<file path="config.mk">
export PLATFORM = sky130hd
export DESIGN_NAME = sdclk_gen
export DESIGN_NICKNAME = d
export VERILOG_FILES = /design/src/rtl/sdclk_pkg.sv /design/src/rtl/sdclk_regs.sv /design/src/rtl/sdclk_div.sv /design/src/rtl/sdclk_gate.sv /design/src/rtl/sdclk_gen.sv
export SDC_FILE = /design/constraint.sdc
export NUM_CORES = 1
export LEC_CHECK = 0
export BUFFER_PORTS_ARGS = -buffer_cell sky130_fd_sc_hd__buf_2
export CAP_MARGIN = 0
export CELL_PAD_IN_SITES_DETAIL_PLACEMENT = 2
export CELL_PAD_IN_SITES_GLOBAL_PLACEMENT = 2
export CORE_ASPECT_RATIO = 1.1
export CORE_MARGIN = 2
export CORE_UTILIZATION = 37
export CTS_BUF_LIST = sky130_fd_sc_hd__clkbuf_16
export DETAILED_ROUTE_END_ITERATION = 16
export HOLD_SLACK_MARGIN = 0.15
export PLACE_DENSITY_LB_ADDON = 0.15
export SYNTH_ARGS = -nofsm -noshare
export SYNTH_HDL_FRONTEND = slang
export SYNTH_HIERARCHICAL = 1
export SYNTH_SLANG_ARGS = --single-unit
</file>
<file path="constraint.sdc">
create_clock -name clk -period 3.55 [get_ports clk]
set_clock_uncertainty 0.15 [all_clocks]
set_input_delay 0.5325 -clock clk [delete_from_list [all_inputs] [get_ports clk]]
set_output_delay 0.5325 -clock clk [all_outputs]
set_load 0.01 [all_outputs]
</file>
<file path="src/rtl/sdclk_pkg.sv">
package sdclk_pkg;
  localparam int REG_W = 32;
  localparam int ADDR_W = 2;

  typedef enum logic [1:0] {
    ADDR_DIV = 2'd0,
    ADDR_SRC = 2'd1,
    ADDR_ENA = 2'd2,
    ADDR_CMD = 2'd3
  } reg_addr_e;

  // bit positions inside the command word that request a clock-only update
  localparam int CMD_START_BIT   = 31;
  localparam int CMD_CLKONLY_BIT = 21;
  localparam int CMD_WAITPRV_BIT = 13;

  // low-power bits start here in the enable word
  localparam int LP_LSB = 16;

  typedef enum logic [1:0] {
    UPD_IDLE = 2'd0,
    UPD_COPY = 2'd1,
    UPD_DONE = 2'd2
  } upd_state_e;
endpackage

</file>
<file path="src/rtl/sdclk_regs.sv">
module sdclk_regs
  import sdclk_pkg::*;
#(
  parameter int NUM_CARDS = 4,
  parameter int NUM_DIVS  = 4,
  parameter int DIV_W     = 8,
  localparam int SRC_W    = (NUM_DIVS > 1) ? $clog2(NUM_DIVS) : 1
) (
  input  logic                        clk,
  input  logic                        rst,
  input  logic                        wr_en,
  input  logic [ADDR_W-1:0]           wr_addr,
  input  logic [REG_W-1:0]            wr_data,
  output logic [NUM_DIVS*DIV_W-1:0]   live_div,
  output logic [NUM_CARDS*SRC_W-1:0]  live_src,
  output logic [NUM_CARDS-1:0]        live_en,
  output logic [NUM_CARDS-1:0]        live_lp,
  output logic                        busy
);
  logic [NUM_DIVS*DIV_W-1:0]  sh_div;
  logic [NUM_CARDS*SRC_W-1:0] sh_src;
  logic [NUM_CARDS-1:0]       sh_en;
  logic [NUM_CARDS-1:0]       sh_lp;
  upd_state_e                 state;
  logic                       cmd_ok;

  assign cmd_ok = wr_en && (wr_addr == ADDR_CMD) && wr_data[CMD_START_BIT]
                  && wr_data[CMD_CLKONLY_BIT] && wr_data[CMD_WAITPRV_BIT];

  // shadow set: written at any time
  always_ff @(posedge clk) begin
    if (rst) begin
      sh_div <= '0;
      sh_src <= '0;
      sh_en  <= '0;
      sh_lp  <= '0;
    end else if (wr_en) begin
      case (wr_addr)
        ADDR_DIV: sh_div <= wr_data[NUM_DIVS*DIV_W-1:0];
        ADDR_SRC: sh_src <= wr_data[NUM_CARDS*SRC_W-1:0];
        ADDR_ENA: begin
          sh_en <= wr_data[NUM_CARDS-1:0];
          sh_lp <= wr_data[LP_LSB +: NUM_CARDS];
        end
        default: ;
      endcase
    end
  end

  // update handshake and live set
  always_ff @(posedge clk) begin
    if (rst) begin
      state    <= UPD_IDLE;
      live_div <= '0;
      live_src <= '0;
      live_en  <= '0;
      live_lp  <= '0;
    end else begin
      case (state)
        UPD_IDLE: if (cmd_ok) state <= UPD_COPY;
        UPD_COPY: begin
          live_div <= sh_div;
          live_src <= sh_src;
          live_en  <= sh_en;
          live_lp  <= sh_lp;
          state    <= UPD_DONE;
        end
        default: state <= UPD_IDLE;
      endcase
    end
  end

  assign busy = (state != UPD_IDLE);
endmodule

</file>
<file path="src/rtl/sdclk_div.sv">
module sdclk_div #(
  parameter int DIV_W = 8
) (
  input  logic             clk,
  input  logic             rst,
  input  logic [DIV_W-1:0] div_val,
  output logic             tick
);
  logic [DIV_W-1:0] cur;
  logic [DIV_W-1:0] cnt;
  logic             phase;
  logic             half_wrap;
  logic             full_wrap;

  assign half_wrap = (cur != '0) && (cnt == cur - 1'b1);
  assign full_wrap = (cur == '0) || (half_wrap && phase);

  always_ff @(posedge clk) begin
    if (rst) begin
      cur   <= '0;
      cnt   <= '0;
      phase <= 1'b0;
      tick  <= 1'b0;
    end else begin
      tick <= full_wrap;
      if (full_wrap) begin
        cur   <= div_val;   // reload only at end of a full period
        cnt   <= '0;
        phase <= 1'b0;
      end else if (half_wrap) begin
        cnt   <= '0;
        phase <= 1'b1;
      end else begin
        cnt <= cnt + 1'b1;
      end
    end
  end
endmodule

</file>
<file path="src/rtl/sdclk_gate.sv">
module sdclk_gate #(
  parameter int NUM_CARDS = 4,
  parameter int NUM_DIVS  = 4,
  localparam int SRC_W    = (NUM_DIVS > 1) ? $clog2(NUM_DIVS) : 1
) (
  input  logic                       clk,
  input  logic                       rst,
  input  logic [NUM_DIVS-1:0]        ticks,
  input  logic [NUM_CARDS*SRC_W-1:0] src,
  input  logic [NUM_CARDS-1:0]       en,
  input  logic [NUM_CARDS-1:0]       lp,
  input  logic [NUM_CARDS-1:0]       active,
  output logic [NUM_CARDS-1:0]       strobe
);
  for (genvar c = 0; c < NUM_CARDS; c++) begin : g_card
    logic [SRC_W-1:0] sel;
    logic             pick;
    logic             allow;
    assign sel   = src[c*SRC_W +: SRC_W];
    assign pick  = (int'(sel) < NUM_DIVS) ? ticks[sel] : 1'b0;
    assign allow = en[c] && !(lp[c] && !active[c]);
    always_ff @(posedge clk) begin
      if (rst) strobe[c] <= 1'b0;
      else     strobe[c] <= pick && allow;
    end
  end
endmodule

</file>
<file path="src/rtl/sdclk_gen.sv">
module sdclk_gen
  import sdclk_pkg::*;
#(
  parameter int NUM_CARDS = 4,
  parameter int NUM_DIVS  = 4,
  parameter int DIV_W     = 8
) (
  input  logic                 clk,
  input  logic                 rst,
  input  logic                 wr_en,
  input  logic [1:0]           wr_addr,
  input  logic [31:0]          wr_data,
  input  logic [NUM_CARDS-1:0] card_active,
  output logic [NUM_CARDS-1:0] card_clk_en,
  output logic                 upd_busy
);
  localparam int SRC_W = (NUM_DIVS > 1) ? $clog2(NUM_DIVS) : 1;

  logic [NUM_DIVS*DIV_W-1:0]  live_div;
  logic [NUM_CARDS*SRC_W-1:0] live_src;
  logic [NUM_CARDS-1:0]       live_en;
  logic [NUM_CARDS-1:0]       live_lp;
  logic [NUM_DIVS-1:0]        ticks;

  sdclk_regs #(.NUM_CARDS(NUM_CARDS), .NUM_DIVS(NUM_DIVS), .DIV_W(DIV_W)) u_regs (
    .clk(clk), .rst(rst), .wr_en(wr_en), .wr_addr(wr_addr), .wr_data(wr_data),
    .live_div(live_div), .live_src(live_src), .live_en(live_en),
    .live_lp(live_lp), .busy(upd_busy)
  );

  for (genvar d = 0; d < NUM_DIVS; d++) begin : g_div
    sdclk_div #(.DIV_W(DIV_W)) u_div (
      .clk(clk), .rst(rst),
      .div_val(live_div[d*DIV_W +: DIV_W]),
      .tick(ticks[d])
    );
  end

  sdclk_gate #(.NUM_CARDS(NUM_CARDS), .NUM_DIVS(NUM_DIVS)) u_gate (
    .clk(clk), .rst(rst), .ticks(ticks), .src(live_src), .en(live_en),
    .lp(live_lp), .active(card_active), .strobe(card_clk_en)
  );
endmodule

</file>
---- Yosys cells after proc, flatten, opt, wreduce, memory -nomap -nowiden ----
Cells that the tools add are included.
operators by class
  reduce and logical (&&, ||, !) cells .... 58
  order comparisons ....................... 4
  $add $sub $neg .......................... 8
  mux-type cells .......................... 10
  equality and inequality tests ........... 9
operators by type and width
  cell                   count
  $add A8 B1 Y8 const B  4
  $eq A8 B8 Y1           4
  $logic_not A8 Y1       4
  $reduce_bool A8 Y1     4
  $sub A8 B1 Y8 const B  4
  $logic_and A1 B1 Y1    24
  $lt A2 B3 Y1 const B   4
  $reduce_or A3 Y1       4
  $bmux W1 S2            4
  $logic_not A1 Y1       8
  $reduce_or A2 Y1       4
  $reduce_and A2 Y1      3
  $eq A2 B1 Y1 const B   2
  $eq A2 B2 Y1 const B   2
  $logic_not A2 Y1       2
  $logic_or A1 B1 Y1     4
  $mux W1                4
  $pmux W2 S2            1
  $mux W2                1
  $ne A2 B1 Y1 const B   1
  $reduce_bool A2 Y1     1
storage, ports and cells
  register bits ........................... 174
  input bits .............................. 41

---- Longest topological paths before layout ----
Gate-level depths: netlist of the first run.
  depth in word-level cells ............... 7
  gate-level depth with buffers ........... 11
  depth with buffers taken out ............ 8

---- Hierarchy ----
Netlist of the first run, hierarchy kept.
by module, submodules not included
  module                           times used  cells an instance  area each (µm²)
  sdclk_regs                       1           429                3404.5
  sdclk_div at g_div[0].u_div ...  3           119                996.0
  sdclk_div at g_div[1].u_div      1           110                1027.2
  sdclk_gate                       1           16                 235.2

---- Worst setup path after synthesis of the first run ----
OpenSTA, ideal clock, no wires.
  kind .................................... register to register
  start ................................... reg g_div[0].u_div.cur[0]
  end ..................................... reg g_div[0].u_div.cur[2]
  required time ........................... 3.308 ns
  stages on the path, launching flop included .. 12
  data arrival time ....................... 2.398 ns
  path slack .............................. 0.910 ns
  buffers on the path ..................... 3
  period minus slack after synthesis ...... 2.640 ns
  path through ............................ dfxtp_1 clkbuf_1 inv_1 ha_1 buf_6 and2_4 o21a_1 o31a_1 or3_4 o31a_1 buf_6 o32ai_1
between the ends
  word-level cells in the longest chain between the ends .. 5
ends and longest elaborated chain
  what                      line             source
  start: declaration        sdclk_div.sv:9   logic [DIV_W-1:0] cur;
  start signal: assignment  sdclk_div.sv:27  cur <= div_val;
  $sub A8 B1 Y8             sdclk_div.sv:15  assign half_wrap = (cur != '0) && (cnt == cur - 1'b1);
  $eq A8 B8 Y1              sdclk_div.sv:15
  $logic_and A1 B1 Y1       sdclk_div.sv:15
  $logic_and A1 B1 Y1       sdclk_div.sv:16  assign full_wrap = (cur == '0) || (half_wrap && phase);
  $logic_or A1 B1 Y1 (*)    sdclk_div.sv:16
Mark *: on every way between the ends. The rest lies on a longest branch, timed or not.
A chain may end at the register's enable or synchronous reset.

---- Worst setup path in the final report of the first run ----
  start ................................... reg g_div[0].u_div.cur[0]
  end ..................................... reg g_div[0].u_div.cur[6]
Same word-level chain as after synthesis.

==> summary.md, run 1 <==
| Metric | Value |
|---|---|
| Max Slew Vio Count | 0 |
| Leading cell type in the layout, fill and taps excluded | nand2_1 |
| Clk buf depth | 2 |
| Synth Net Count | between 900 and 1,000 |
| WL/cell | about 17 um |
| Fin crit share | between 80% and 90% |
| Final Net Count | between 900 and 1,000 |
| DRT antenna net count | 0 |
| Sequential cell area | ~3500 um2 |
| Proportion of synthesized area in mux cells | between 3 and 4% |
| Synth area leader | dfxtp_1 |
| RSZ-0062 raised after global routing | no |
| Crit path cell chain | inv_1, ha_1, and2_4, o21a_1, o31a_1, or3_4, o31a_1, o32ai_1 |
| Buf/Inv on CP | 1 |
| PnR worst setup slack | 0.6806 ns |
| Routed wire length | approximately 21,000 um |
| Most used cell, CP | o31a_1 |
| Final hold vios | 0 |
| Detailed Routing Iterations Pass 1 | 4 |
| Top FF cell, synth | dfxtp_1 |
| Synth warn | 6 |
| Clk root buf | clkbuf_16 |
| Cts hold-fix bufs | 0 |
| CTS Buf Count | 17 |
| Global-route wire length before repair | roughly 36,000 um |
| Worst Setup End Kind | flip-flop |
| Vias per cell | between 5 and 6 |
| Total Power | 3.886 mW |
| Area occupied by multi-input gates | roughly 3800 um2 |
| Post-cts sizing count | 0 |
| Layout cells sized above 1 | about 11% |
| Switching part of the total | roughly 24% |
| Outcome | complete, no violations |
| Area Growth Syn to Fin | 11.72% |
| Peak VDD IR | 0.3153 mV |
| Fin Setup TNS | 0 ns |
| IO Pins | 46 |
| Worst-Skew Late Latency | about 0.43 ns |
| Commonest non-fill, non-tap cells in the layout | nand2_1, dfxtp_1, a21oi_1 |
| All-Layer GR Usage | between 20 and 25% |
| Req. time, crit path | approximately 3.7 ns |
| Initial Utilization | between 30% and 40% |
| Compound-Gate Fraction of Synth Area | between 10 and 15% |
| EDFF count, synth | 0 |
| Xor/xnor share of the synthesized area | between 6 and 7% |
| Cells taking the most area after synthesis | dfxtp_1, nand2_1, a21oi_1 |
| Worst-path clk slew | about 0.07 ns |
| CTS sink count | between 150 and 200 |
| LEAKAGE | between 3 and 4 nW |
| Worst slew margin relative to its limit | between 20% and 30% |
| CTS tree | done |
| Largest family of logic cells by synthesized area | simple AND/OR/NAND/NOR gates |
| Crit-path slowest cell | dfxtp_1 |
| Critical Setup Path Class | reg2reg |
| Vert. Die Dim | approximately 150 um |
| F_max | 0.3485 GHz |
| Mapped cell area | around 7700 um2 |
| CP Launch Type | flip-flop |
| N_diodes | 0 |
| Largest net degree at the start of global routing | 59 |
| CP startpoint | g_div[0].u_div/cur[0] |
| Worst slew pin tran | ~1.2 ns |
| Combinational power share | roughly 3.3% |
| Power Internal | ~2.9 mW |
| Avg Cell Area, Syn | between 8 and 9 um2 |
| Share of power burned in registers | between 50% and 60% |
| # fillers | 2,291 |
| Die area | roughly 22,000 um2 |
| Yosys top cell area share | between 40% and 50% |
| I/O Buffers | 45 |
| HP Class | in2reg |
| Final Setup Violations | 0 |
| Initial DRC count | 263 |
| Area of the core | between 20,000 and 25,000 um2 |
| Congestion Overflow GR | 0 |
| Site Rows | 55 |
| Setup WS pre-CTS | between 0.7 and 0.8 ns |
| MaxCap Viol Count | 0 |
| Htree depth | 4 |
| Die X | roughly 140 um |
| RR Startpoint | g_div[0].u_div/cur[0] |
| Post-CTS setup buffers | 0 |
| Fin crit period | ~2.9 ns |
| Max incr delay on CP | approximately 0.46 ns |
| Initial antenna violation count | 0 |
| Detailed placer's ending HPWL | ~15,000 um |
| Clock share of power | 45.5% |
| Crit path max fanout | 9 |
| Number of global-route vias before repair | just under 7,000 |
| Critical path's top delay family | compound AO/OA/AOI/OAI gates |
| PwrDens | around 450 nW/um2 |
| Hold Path Origin | wr_data[27] |
| Simple-Gate Fraction of Synth Area | a little under a quarter |
| Synthesized flop and latch total | 174 |
| Post-synth ARST share | 0% |
| GPL Wtd Cong | approximately 0.82 |
| Critical path data arrival time | around 3.1 ns |
| P_sw | about 0.95 mW |
| Synth cell types | 60 |
| Post-synthesis sequential area ratio | between 40% and 50% |
| DR DRC count | 0 |
| Mapped Cells | a little over 900 |
| Post-Synth Adder-Cell Area | under 10% |
| Via count | roughly 6,300 |
-- layout make-up --
class / count / share of cell area (%)
Sequential cell: 174 / 40.73
Multi-Input combinational cell: 650 / 44.01
Clock inverter: 15 / 1.448
Clock buffer: 17 / 4.974
Tap cell: 256 / 3.745
Inverter: 42 / 1.843
Timing Repair Buffer: 50 / 3.248
-- tightest hold or removal path: cells and delay by family --
family	cells	cell delay [ns]
buffers and inverters	1	0.10
AND/OR/NAND/NOR	1	0.05
AO/OA/AOI/OAI	1	0.05
-- flip-flops by register name, summed over array words and instances, names as in the netlist --
register	cells
u_regs/sh_div	32
g_div.u_div/phase	4
u_regs/sh_src	8
u_regs/live_lp	4
u_gate/strobe	4
g_div.u_div/cur	32
u_regs/sh_en	4
u_regs/live_en	4
u_regs/sh_lp	4
u_regs/live_div	32
u_regs/live_src	8
g_div.u_div/cnt	32
g_div.u_div/tick	4
u_regs/state	2
-- through the flow --
step	hold slack (ns)	util, %	instances	cell area (um2)
6_report	0.1932	41.84	1204	8552
5_1_grt	0.1963	41.84	1204	8552
4_1_cts	0.1803	41.84	1204	8552
3_5_place_dp	0.3006	39.16	1172	8003
3_3_place_gp	0.2860	39.16	1172	8003
2_1_floorplan	0.2821	-	912	7655
-- power by group through the flow --
stage | sequential [mW] | clock [mW] | combinational (mW)
floorplan | 2.03 | 0 | 0.0709
global placement | 2.03 | 0 | 0.127
detailed placement | 2.03 | 0 | 0.130
CTS | 1.99 | 1.82 | 0.132
global route | 1.99 | 1.91 | 0.144
finish | 1.99 | 1.77 | 0.130
-- metal layers --
metal	vias up	GRT usage [%]	share of wire [%]
met5	-	0	0
li1	3092	-	-
met4	0	5.000	1.3
met3	17	2.832	1.4
met2	55	37.77	53
met1	3093	24.44	45
-- path summary, 6_finish.rpt --
| kind | to | slack, ns | cells after the start |
|---|---|---|---|
| worst max register to register | g_div[0].u_div/cur[6] | 0.68 | 8 |
| worst min-delay path | u_regs/sh_div[27] | 0.19 | 3 |
| worst min register to register | u_regs/sh_div[24] | 0.31 | 2 |
| worst max-delay path | g_div[0].u_div/cur[6] | 0.68 | 8 |
-- synth_stat cells, types with 2 or more instances --
| master | count |
|---|---|
| nand4_1 | 5 |
| o21a_1 | 6 |
| or3_4 | 3 |
| buf_6 | 10 |
| nand2_1 | 226 |
| a211o_1 | 4 |
| a21boi_0 | 3 |
| or3_1 | 5 |
| buf_2 | 11 |
| o21ai_0 | 4 |
| nand2b_1 | 24 |
| xnor2_1 | 22 |
| clkbuf_1 | 22 |
| nor3_1 | 9 |
| o21bai_1 | 4 |
| o31ai_1 | 6 |
| o32ai_1 | 12 |
| or2_2 | 2 |
| inv_1 | 39 |
| nor4_2 | 3 |
| o2bb2ai_1 | 4 |
| o31a_1 | 6 |
| clkinv_1 | 3 |
| dfxtp_1 | 174 |
| ha_1 | 8 |
| mux4_2 | 4 |
| nor2_1 | 53 |
| nand3_1 | 30 |
| or4_1 | 2 |
| a211oi_1 | 3 |
| o21ai_1 | 3 |
| a31oi_1 | 3 |
| mux2i_1 | 16 |
| a21o_1 | 3 |
| a21oi_1 | 100 |
| nand3b_1 | 6 |
| nor4_1 | 2 |
| and4b_1 | 4 |
| xor2_1 | 39 |
| and2_4 | 3 |
| and3_1 | 6 |
| and3b_1 | 2 |
-- kinds of logic after synthesis --
kind of cell,Yosys count
AND/OR/NAND/NOR,393
flip-flops,174
AO/OA/AOI/OAI,168
buffers and inverters,88
XOR/XNOR,61
multiplexers,20
adder cells (fa/ha/maj),8
(Power assumes the default switching activity.)
==> run 2, diff against run 1 <==
- clock period: 3.55 -> 2.85 ns (I/O delays scaled with it)
==> run 2 against run 1 <==
Non-clock buffer count rose by 44. Maximum frequency rose by 5.3%. Power rose by 26%. Critical endpoint is now g_div[3].u_div/cur[6]. Largest power group unchanged. First-iteration DRC count fell by 25%.
==> summary.md, run 2 (same netlist as run 1, synthesis figures left out) <==
| Metric | Value |
|---|---|
| MaxCap Viol Count | 0 (unchanged) |
| Worst slew pin tran | 1.156 ns (was 1.176 ns) |
| Die area | 21,860 um2 (unchanged) |
| Leading cell type in the layout, fill and taps excluded | nand2_1 (unchanged) |
| Commonest non-fill, non-tap cells in the layout | nand2_1, dfxtp_1, a21oi_1 (unchanged) |
| Initial antenna violation count | 0 (unchanged) |
| Met2 wire len | 12,220 um (was 11,090 um) |
| WL/cell | 18.19 um (was 17.47 um) |
| Total Power | 4.880 mW (was 3.886 mW) |
| Site Rows | 55 (unchanged) |
| Die X | 141.1 um (unchanged) |
| Fin crit share | 95.60% (was 80.83%) |
| Area Growth Syn to Fin | 17.39% (was 11.72%) |
| Initial DRC count | 198 (was 263) |
| # fillers | 2,247 (was 2,291) |
| Global-route wire length before repair | 38,050 um (was 35,650 um) |
| Critical Setup Path Class | reg2reg (unchanged) |
| Outcome | complete, no violations (unchanged) |
| Clk buf depth | 2 (unchanged) |
| Final Setup Violations | 0 (unchanged) |
| IO Pins | 46 (unchanged) |
| Fin Setup TNS | 0 ns (unchanged) |
| DRT antenna net count | 0 (unchanged) |
| Req. time, crit path | 3.02 ns (was 3.73 ns) |
| Detailed Routing Iterations Pass 1 | 4 (unchanged) |
| DR DRC count | 0 (unchanged) |
| HP Class | in2reg (unchanged) |
| Initial Utilization | 37.45% (unchanged) |
| F_max | 0.3670 GHz (was 0.3485 GHz) |
| Layout cells sized above 1 | 12.60% (was 11.39%) |
| Fin crit period | 2.725 ns (was 2.869 ns) |
| Detailed placer's ending HPWL | 15,400 um (was 14,640 um) |
| PwrDens | 543.0 nW/um2 (was 454.4 nW/um2) |
| Htree depth | 4 (unchanged) |
| Worst Setup End Kind | flip-flop (unchanged) |
| Buf/Inv on CP | 1 (unchanged) |
| All-Layer GR Usage | 21.59% (was 20.25%) |
| CTS sink count | 174 (unchanged) |
| Via count | 6,534 (was 6,257) |
| Largest net degree at the start of global routing | 43 (was 59) |
| CTS Buf Count | 17 (unchanged) |
| LEAKAGE | 3.199 nW (was 3.003 nW) |
| RSZ-0062 raised after global routing | no (unchanged) |
| Worst-path clk slew | 0.08 ns (was 0.07 ns) |
| Peak VDD IR | 0.3856 mV (was 0.3153 mV) |
| CTS tree | done (unchanged) |
| Final hold vios | 0 (unchanged) |
| Vert. Die Dim | 154.9 um (unchanged) |
| I/O Buffers | 45 (unchanged) |
| Hold Slack | 0.2397 ns (was 0.1932 ns) |
| Routed wire length | 22,700 um (was 21,030 um) |
| Crit path cell chain | inv_1, ha_1, and2_4, o21a_1, o31a_1, or3_4, o31a_2, o32ai_1 (was inv_1, ha_1, and2_4, o21a_1, o31a_1, or3_4, o31a_1, o32ai_1) |
| Wire length on met3 | 421 um (was 302 um) |
| Area of the core | 20,440 um2 (unchanged) |
| Worst-Skew Late Latency | 0.43 ns (about the same) |
| Final Net Count | 1,028 (was 984) |
| GPL Wtd Cong | 0.8054 (was 0.8158) |
| N_diodes | 0 (unchanged) |
| Vias per cell | 5.236 (was 5.197) |
| Critical path data arrival time | 2.89 ns (was 3.05 ns) |
| Number of global-route vias before repair | 7,376 (was 6,911) |
| Metal-1 WL | 9843 um (was 9366 um) |
| Clk root buf | clkbuf_16 (unchanged) |
| Worst slew margin relative to its limit | 22.92% (was 21.59%) |
| Crit-path slowest cell | or3_4 (was dfxtp_1) |
| Top routing layer used | met4 (unchanged) |
| Max Slew Vio Count | 0 (unchanged) |
| Congestion Overflow GR | 0 (unchanged) |
| Critical path's top delay family | compound AO/OA/AOI/OAI gates (unchanged) |
| Max incr delay on CP | 0.42 ns (was 0.46 ns) |
| CP Launch Type | flip-flop (unchanged) |
| Crit path max fanout | 9 (unchanged) |
## run 2: cell types whose count changed in the layout (fill, tap and decap cells not counted), sizes merged
cell         change
inv              -1
clkinv           +3
buf             +10
clkinvlp         -2
dlygate4sd3     +34
## run 2: final cells by class
cell class | instances | area (um2) | share of cell area (%)
Clock buffer | 17 | 425.4 | 4.734
Multi-Input combinational cell | 650 | 3776 | 42.02
Sequential cell | 174 | 3487 | 38.81
Tap cell | 256 | 320.3 | 3.564
Clock inverter | 15 | 126.4 | 1.406
Timing Repair Buffer | 94 | 693.2 | 7.714
Inverter | 42 | 157.7 | 1.754
## run 2: timing repair
action	4_1_cts	5_1_grt
setup buffers	0	0
hold buffers	34	0
endpoints found under the hold margin	46	0
resized for setup	1	7
setup endpoints to repair	1	16
## run 2: layer usage
layer	track usage (%)	vias to the layer above
met5	0	-
met4	5.381	0
met1	25.39	3247
met2	40.78	76
li1	-	3192
met3	3.386	19
## run 2: through the flow
stage | cells | setup slack [ns] | instance area, um2 | util, %
after floorplan | 912 | 0.2100 | 7655 | -
after global placement | 1182 | 0.2432 | 8078 | 39.52
after detailed placement | 1182 | 0.04749 | 8078 | 39.52
after CTS | 1248 | 0.01205 | 8971 | 43.89
after global routing | 1248 | 0.001034 | 8986 | 43.97
final | 1248 | 0.1253 | 8986 | 43.97
## run 2: worst min-delay path, stage by stage
cell,delay (ns)
buf_2,0.07
nand2b_1,0.09
and4b_1,0.19
## run 2: path summary, 6_finish.rpt
path                                               to  slack, ns                   from  cells past startpoint
worst max-delay path            g_div[3].u_div/cur[6]       0.13  g_div[3].u_div/cur[1]                      8
worst min-delay path                 u_gate/strobe[0]       0.24         card_active[0]                      3
worst max register to register  g_div[3].u_div/cur[6]       0.13  g_div[3].u_div/cur[1]                      8
worst min register to register      u_regs/sh_div[13]       0.31      u_regs/sh_div[13]                      2
## run 2: where the power goes
group	internal (mW)	switching (mW)	total [mW]
logic	0.0861	0.117	0.203
clock network	1.14	1.06	2.20
registers	2.46	0.0193	2.48
